[src/rtl/ptw_pkg.sv]
package ptw_pkg;
  parameter int unsigned VA_W       = 64;
  parameter int unsigned PTE_W      = 64;
  parameter int unsigned PPN_W      = 44;
  parameter int unsigned PG_LG2     = 12;
  parameter int unsigned IDX_W      = 9;
  parameter int unsigned MAX_LVL    = 4;
  parameter int unsigned CONTIG_LG2 = 16;
  parameter int unsigned PERM_W     = 7;

  localparam int unsigned PA_W    = PPN_W + PG_LG2;
  localparam int unsigned LVL_W   = $clog2(MAX_LVL + 1);
  localparam int unsigned ENT_LG2 = $clog2(PTE_W / 8);
  localparam int unsigned CG_W    = CONTIG_LG2 - PG_LG2;

  typedef struct packed {
    logic             n;
    logic [1:0]       mtype;
    logic [6:0]       rsv;
    logic [PPN_W-1:0] ppn;
    logic [1:0]       rsw;
    logic             d;
    logic             a;
    logic             g;
    logic             u;
    logic             x;
    logic             w;
    logic             r;
    logic             v;
  } pte_t;

  typedef enum logic [1:0] {K_EMPTY, K_PTR, K_LEAF, K_BAD} pte_kind_e;
  typedef enum logic [1:0] {S_IDLE, S_MREQ, S_MWAIT, S_RSP} walk_st_e;
endpackage

[src/rtl/ptw_mode_dec.sv]
module ptw_mode_dec
  import ptw_pkg::*;
#(
  parameter int unsigned MODE_W    = 4,
  parameter int unsigned MODE_BIAS = 6,
  parameter int unsigned MIN_TOP   = 2
) (
  input  logic [MODE_W-1:0] mode_i,
  output logic              ok_o,
  output logic [LVL_W-1:0]  top_o
);
  localparam logic [MODE_W-1:0] MODE_LO = MODE_W'(MODE_BIAS + MIN_TOP);
  localparam logic [MODE_W-1:0] MODE_HI = MODE_W'(MODE_BIAS + MAX_LVL);
  localparam logic [MODE_W-1:0] BIAS    = MODE_W'(MODE_BIAS);

  logic [MODE_W-1:0] diff;

  always_comb begin
    ok_o  = (mode_i >= MODE_LO) && (mode_i <= MODE_HI);
    diff  = mode_i - BIAS;
    top_o = ok_o ? diff[LVL_W-1:0] : '0;
  end
endmodule

[src/rtl/ptw_va_chk.sv]
module ptw_va_chk
  import ptw_pkg::*;
(
  input  logic [VA_W-1:0]  chk_va_i,
  input  logic [LVL_W-1:0] top_i,
  input  logic [VA_W-1:0]  walk_va_i,
  input  logic [LVL_W-1:0] lvl_i,
  output logic             canon_o,
  output logic [IDX_W-1:0] idx_o
);
  logic [MAX_LVL:0]   canon_t;
  logic [IDX_W-1:0]   idx_t [MAX_LVL+1];
  logic               unused_va;

  for (genvar t = 0; t <= MAX_LVL; t++) begin : g_lvl
    localparam int unsigned MSB = PG_LG2 + IDX_W * (t + 1) - 1;
    // upper bits must replicate the top implemented bit
    assign canon_t[t] = (&chk_va_i[VA_W-1:MSB]) | ~(|chk_va_i[VA_W-1:MSB]);
    assign idx_t[t]   = walk_va_i[PG_LG2 + IDX_W * t +: IDX_W];
  end

  assign unused_va = ^{walk_va_i[VA_W-1:PG_LG2+IDX_W*(MAX_LVL+1)], walk_va_i[PG_LG2-1:0]};

  always_comb begin
    canon_o = 1'b0;
    idx_o   = '0;
    for (int t = 0; t <= MAX_LVL; t++) begin
      if (top_i == LVL_W'(t)) canon_o = canon_t[t];
      if (lvl_i == LVL_W'(t)) idx_o = idx_t[t];
    end
  end
endmodule

[src/rtl/ptw_pte_dec.sv]
module ptw_pte_dec
  import ptw_pkg::*;
(
  input  logic [PTE_W-1:0]  pte_i,
  input  logic [LVL_W-1:0]  lvl_i,
  input  logic              contig_en_i,
  input  logic [PA_W-1:0]   va_i,
  output pte_kind_e         kind_o,
  output logic [PA_W-1:0]   pa_o,
  output logic [PERM_W-1:0] perm_o,
  output logic [PA_W-1:0]   next_base_o
);
  pte_t            pte;
  logic            at_bottom;
  logic            rwx;
  logic            use_contig;
  logic [PA_W-1:0] base_pa;
  logic [PA_W-1:0] lo_mask;
  logic            unused_pte;

  assign pte        = pte_t'(pte_i);
  assign at_bottom  = (lvl_i == '0);
  assign rwx        = pte.r | pte.w | pte.x;
  assign use_contig = at_bottom & pte.n & contig_en_i;
  assign base_pa    = {pte.ppn, {PG_LG2{1'b0}}};
  assign unused_pte = ^{pte.mtype, pte.rsv, pte.rsw};

  always_comb begin
    lo_mask = '0;
    for (int t = 0; t <= MAX_LVL; t++)
      if (lvl_i == LVL_W'(t)) lo_mask = ~({PA_W{1'b1}} << (PG_LG2 + IDX_W * t));
  end

  always_comb begin
    if (!pte.v)                   kind_o = K_EMPTY;
    else if (pte.n && !at_bottom) kind_o = K_BAD;
    else if (rwx || at_bottom)    kind_o = K_LEAF;
    else                          kind_o = K_PTR;
  end

  always_comb begin
    if (use_contig) pa_o = {pte.ppn[PPN_W-1:CG_W], va_i[CONTIG_LG2-1:0]};
    else            pa_o = (base_pa & ~lo_mask) | (va_i & lo_mask);
  end

  assign perm_o      = {pte.d, pte.a, pte.g, pte.u, pte.x, pte.w, pte.r};
  assign next_base_o = base_pa;
endmodule

[src/rtl/ptw_walker.sv]
module ptw_walker
  import ptw_pkg::*;
#(
  parameter int unsigned MODE_W = 4
) (
  input  logic              clk_i,
  input  logic              rst_ni,
  input  logic [MODE_W-1:0] cfg_mode_i,
  input  logic [PPN_W-1:0]  cfg_root_ppn_i,
  input  logic              cfg_contig_en_i,
  input  logic              req_valid_i,
  output logic              req_ready_o,
  input  logic [VA_W-1:0]   req_va_i,
  output logic              rsp_valid_o,
  input  logic              rsp_ready_i,
  output logic [PA_W-1:0]   rsp_pa_o,
  output logic [PERM_W-1:0] rsp_perm_o,
  output logic              rsp_fault_o,
  output logic              mem_req_valid_o,
  input  logic              mem_req_ready_i,
  output logic [PA_W-1:0]   mem_req_addr_o,
  input  logic              mem_rsp_valid_i,
  input  logic [PTE_W-1:0]  mem_rsp_data_i
);
  walk_st_e          st_q;
  logic [LVL_W-1:0]  lvl_q;
  logic [PA_W-1:0]   base_q;
  logic [VA_W-1:0]   va_q;
  logic [PA_W-1:0]   pa_q;
  logic [PERM_W-1:0] perm_q;
  logic              fault_q;

  logic              mode_ok;
  logic [LVL_W-1:0]  mode_top;
  logic              canon;
  logic [IDX_W-1:0]  idx;
  pte_kind_e         kind;
  logic [PA_W-1:0]   leaf_pa;
  logic [PERM_W-1:0] leaf_perm;
  logic [PA_W-1:0]   next_base;

  ptw_mode_dec #(.MODE_W(MODE_W)) i_mode_dec (
    .mode_i (cfg_mode_i),
    .ok_o   (mode_ok),
    .top_o  (mode_top)
  );

  ptw_va_chk i_va_chk (
    .chk_va_i  (req_va_i),
    .top_i     (mode_top),
    .walk_va_i (va_q),
    .lvl_i     (lvl_q),
    .canon_o   (canon),
    .idx_o     (idx)
  );

  ptw_pte_dec i_pte_dec (
    .pte_i       (mem_rsp_data_i),
    .lvl_i       (lvl_q),
    .contig_en_i (cfg_contig_en_i),
    .va_i        (va_q[PA_W-1:0]),
    .kind_o      (kind),
    .pa_o        (leaf_pa),
    .perm_o      (leaf_perm),
    .next_base_o (next_base)
  );

  assign req_ready_o     = (st_q == S_IDLE);
  assign mem_req_valid_o = (st_q == S_MREQ);
  assign mem_req_addr_o  = base_q + PA_W'({idx, {ENT_LG2{1'b0}}});
  assign rsp_valid_o     = (st_q == S_RSP);
  assign rsp_pa_o        = pa_q;
  assign rsp_perm_o      = perm_q;
  assign rsp_fault_o     = fault_q;

  always_ff @(posedge clk_i or negedge rst_ni) begin
    if (!rst_ni) begin
      st_q    <= S_IDLE;
      lvl_q   <= '0;
      base_q  <= '0;
      va_q    <= '0;
      pa_q    <= '0;
      perm_q  <= '0;
      fault_q <= 1'b0;
    end else begin
      unique case (st_q)
        S_IDLE: if (req_valid_i) begin
          va_q   <= req_va_i;
          lvl_q  <= mode_top;
          base_q <= {cfg_root_ppn_i, {PG_LG2{1'b0}}};
          pa_q   <= '0;
          perm_q <= '0;
          if (!mode_ok || !canon) begin
            fault_q <= 1'b1;
            st_q    <= S_RSP;
          end else begin
            fault_q <= 1'b0;
            st_q    <= S_MREQ;
          end
        end
        S_MREQ: if (mem_req_ready_i) st_q <= S_MWAIT;
        S_MWAIT: if (mem_rsp_valid_i) begin
          unique case (kind)
            K_PTR: begin
              base_q <= next_base;
              lvl_q  <= lvl_q - 1'b1;
              st_q   <= S_MREQ;
            end
            K_LEAF: begin
              pa_q    <= leaf_pa;
              perm_q  <= leaf_perm;
              fault_q <= 1'b0;
              st_q    <= S_RSP;
            end
            default: begin
              fault_q <= 1'b1;
              st_q    <= S_RSP;
            end
          endcase
        end
        S_RSP: if (rsp_ready_i) st_q <= S_IDLE;
        default: st_q <= S_IDLE;
      endcase
    end
  end
endmodule

[config.mk]
export PLATFORM = sky130hd
export DESIGN_NAME = ptw_walker
export DESIGN_NICKNAME = d
export VERILOG_FILES = /design/src/rtl/ptw_pkg.sv /design/src/rtl/ptw_mode_dec.sv /design/src/rtl/ptw_va_chk.sv /design/src/rtl/ptw_pte_dec.sv /design/src/rtl/ptw_walker.sv
export SDC_FILE = /design/constraint.sdc
export NUM_CORES = 1
export LEC_CHECK = 0
export ABC_AREA = 1
export BUFFER_PORTS_ARGS = -buffer_cell sky130_fd_sc_hd__buf_2
export CAP_MARGIN = 20
export CORE_MARGIN = 4
export CORE_UTILIZATION = 26
export DETAILED_ROUTE_END_ITERATION = 16
export SLEW_MARGIN = 30
export SYNTH_ARGS = -nofsm -noshare
export SYNTH_HDL_FRONTEND = slang
export SYNTH_SLANG_ARGS = --single-unit
export TNS_END_PERCENT = 50
[constraint.sdc]
create_clock -name clk_i -period 3.4 [get_ports clk_i]
set_input_delay 0.17 -clock clk_i [delete_from_list [all_inputs] [get_ports clk_i]]
set_output_delay 0.17 -clock clk_i [all_outputs]
set_load 0.02 [all_outputs]
==> results.md <==
- DR vias: a little over 8,000
- Max-slew violation count: 0
- CP cell instances: inv_1 > ha_1 > nand2_1 > nor2_2 > a221oi_1 > o311ai_0 > buf_2
- P_sw: approximately 5.1 mW
- Total Power: around 11 mW
- Vias in the first global route: between 8,000 and 9,000
- Hold path depth: 3
- Filler instances: about 3,200
- Power Density: 960.6 nW/µm²
- Worst-Margin Slew: roughly 780 ps
- Syn Inst Count: 941
- Int Power: roughly 6.1 mW
- Synth unique cells: 35
- Post-route ant nets: 0
- Die W: ~190 µm
- Multiplexer share of the synthesized area: 0.09567
- Largest net degree at the start of global routing: 76
- Syn Area/Cell: 8.812 µm²
- Cell Count, Final, Fillers Out: roughly 1,700
- CP bufs+invs: 2
- Status: finished, final reports clean
- Arrival time worst endpoint: 3030 ps
- Vias per Instance: between 4 and 5
- RR Startpoint: lvl_q[1]
- Crit path depth: 7
- Hold Path Origin: mem_rsp_data_i[2]
- Antenna violations before repair: 4
- 1st-iter DRT viols: roughly 580
- Drt total wl: roughly 31,000 µm
- I/O pin count: around 310
- Fmax: 312.6 MHz
- Area Growth Syn to Fin: 40.83%
- Worst skew pair latency: approximately 440 ps
- Top-count cell post-synth: nand2_1
- R2r setup slk: around 280 ps
- Slowest Stage Delay on Critical Path: 580 ps
- Clock share of power: 0.195
- Gr usage total: 0.1782
- CORE AREA: 31,470 µm²
- Grt ovf: 0
- Leak: approximately 5.6 nW
- WP data required: 3230 ps
- First-pass GRT wire length: about 50,000 µm
- WHS: 6.430 ps
- Worst VDD drop: about 480 µV
- Worst r2r dst: base_q[33]
- Hold endpoint: rsp_perm_o[1]
- Die ar.: about 35,000 µm²
- Clock slew at reported path FFs: roughly 80 ps
- Post-synthesis sequential area ratio: 0.5131
- Worst Skew: between 15 and 20 ps
- CP endpoint kind: primary output
- Primary FF master, synth: dfrtp_1
- Yosys warning total: 0
- CP Launch Type: flop
- Top cells by area, synth: dfrtp_1 (51%), nand2_1 (8.8%), nor2_1 (6.4%)
- Die Y: ~190 µm
- Sw Ratio: 0.4520
- Worst-case reg-to-reg path depth: 11
- Period minus WS final: 3199 ps
- Root Driver: clkbuf_16
- Largest family of logic cells by synthesized area: simple AND/OR/NAND/NOR gates
- Hold crit path type: in -> reg
- Final period utilization: 0.9408
- Worst-path fanout max: 13
- Max Cap Viol: 0
- Largest delay share family, worst path: compound AO/OA/AOI/OAI gates
- # setup viols final: 0
- H-Tree Depth: 4
- Slowest library cell on the worst path: o311ai_0
- Sequential share of power: 0.327
- Setup TNS: 0 ps
- Clock tree buffer depth: 2
- #FFs+latches synth: 170
- Dpl cells: between 1,500 and 2,000
- Adder-cell share of the synthesized area: 0.009054
- Initial core utilization: 0.2634
- RSZ-0062 raised after global routing: no
- Post-Syn Area: approximately 8300 µm²
- Gpl congestion: 0.8680
- Detailed Place HPWL: ~23,000 µm
- Yosys top cell by area: dfrtp_1
- Port bufs: about 290
- Logic pwr share: 0.478
- Final hold vios: 0
- CTS tree: done
- WL/cell: 18.33 µm
- Post-synth top area share: 0.5131
- DRC Markers: 0
- Complex-gate fraction of the synthesized area: 0.1388
- Share of cells above drive strength 1: 0.2983
- Inserted Clock Buffers: 17
- First-pass iteration count of the detailed router: 5
- Synth top cells by count: nand2_1 (194), dfrtp_1 (170), nor2_1 (141), o21ai_0 (94), a31oi_1 (44)
- Relative slew slack: 0.4795
- Crit Path Category: reg -> out
- EDFF count, synth: 0
- Clock sink total: 170
- # rows: between 60 and 70
- Post-synthesis simple-gate area fraction: 0.1901
- Layout Nets: roughly 1,500
- Ys async rst share: 1.000
- Xor-xnor portion of the synthesized cell area: 0.001056
tightest hold or removal path: cells and delay by family:
family | cells | cell delay (ps)
AOI/OAI and AO/OA | 1 | 70
buffers and inverters | 2 | 170
cells in the final DEF (no fill, tap or decap), types with 3 or more instances in the layout:
| cell type | netlist | final |
|---|---|---|
| nand3_1 | 36 | 36 |
| buf_4 | 10 | 11 |
| buf_2 | 15 | 290 |
| dlygate4sd3_1 | 0 | 90 |
| nand4_1 | 5 | 5 |
| nand2_2 | 2 | 3 |
| o21ai_1 | 12 | 13 |
| clkinvlp_4 | 0 | 3 |
| conb_1 | 1 | 3 |
| inv_6 | 0 | 3 |
| o21ai_0 | 94 | 93 |
| o311ai_1 | 0 | 3 |
| bufinv_16 | 0 | 4 |
| nor2_2 | 4 | 3 |
| nand2_1 | 194 | 193 |
| a31oi_1 | 44 | 44 |
| mux2_2 | 42 | 42 |
| nor3_1 | 6 | 6 |
| inv_1 | 37 | 37 |
| o311ai_0 | 8 | 5 |
| nor2_1 | 141 | 140 |
| a221oi_1 | 8 | 8 |
| ha_1 | 6 | 6 |
| mux2i_1 | 32 | 32 |
| inv_2 | 3 | 3 |
| clkbuf_16 | 0 | 17 |
| dfrtp_1 | 170 | 170 |
| a21oi_1 | 31 | 31 |
what timing repair did:
action,CTS,global route
resized for setup,0,5
hold buffers,90,0
endpoints found under the hold margin,142,0
buffers inserted,0,0
setup endpoints to repair,0,16
power groups by stage:
stage	clock network, mW	logic, mW	registers (mW)
after floorplan	0	2.95	4.02
after global placement	0	5.06	3.67
after detailed placement	0	5.15	3.71
after CTS	2.23	5.37	3.68
after global routing	2.31	5.88	3.80
final	2.19	5.36	3.67
stage by stage:
stage / worst slack (ps) / cell area, µm² / utilization
finish: 201.2 / 11680 / 0.3710
global route: 20.75 / 11680 / 0.3710
CTS: 49.97 / 11670 / 0.3707
detailed placement: 547.1 / 10120 / 0.3214
global placement: 589.1 / 10120 / 0.3214
floorplan: 1144 / 8299 / -
state kept, by name (all words and copies together) (netlist names):
name,flops
va_q,57
rsp_pa_o,56
base_q,44
rsp_perm_o,7
lvl_q,3
st_q,2
rsp_fault_o,1
how the worst max path moves through the flow:
stage | from | endpoint
floorplan | lvl_q[0] | mem_req_addr_o[10]
CTS | lvl_q[1] | mem_req_addr_o[9]
finish | lvl_q[1] | mem_req_addr_o[9]
global placement | lvl_q[0] | mem_req_addr_o[10]
detailed placement | lvl_q[1] | mem_req_addr_o[8]
global route | lvl_q[1] | mem_req_addr_o[9]
layer usage:
| layer | wire length, µm | track usage | share of wire |
|---|---|---|---|
| met4 | 668 | 0.05347 | 0.021 |
| met3 | 1913 | 0.04471 | 0.061 |
| met1 | 14190 | 0.2422 | 0.45 |
| met2 | 14680 | 0.2827 | 0.47 |
| met5 | 30 | 0 | 0.00095 |
area by class of cell:
cell class                 count  area, µm²  share of cell area
tap                          402      503.0             0.04307
clock buffer                  18      439.2             0.03761
inverter                      40      150.1             0.01286
multi-input combinational    678       3640              0.3117
clock inverter                14      209.0             0.01789
sequential                   170       4254              0.3643
antenna                        2      5.005           0.0004286
timing repair buffer         394       2477              0.2122
cell families after synthesis:
logic type / Yosys count
and+or+nand+nor: 391
AOI/OAI and AO/OA: 203
DFF: 170
buffers and inverters: 95
muxes: 74
adders and majority gates: 6
other: 1
xor gates and xnor gates: 1
Power figures use the tool's default switching activity.
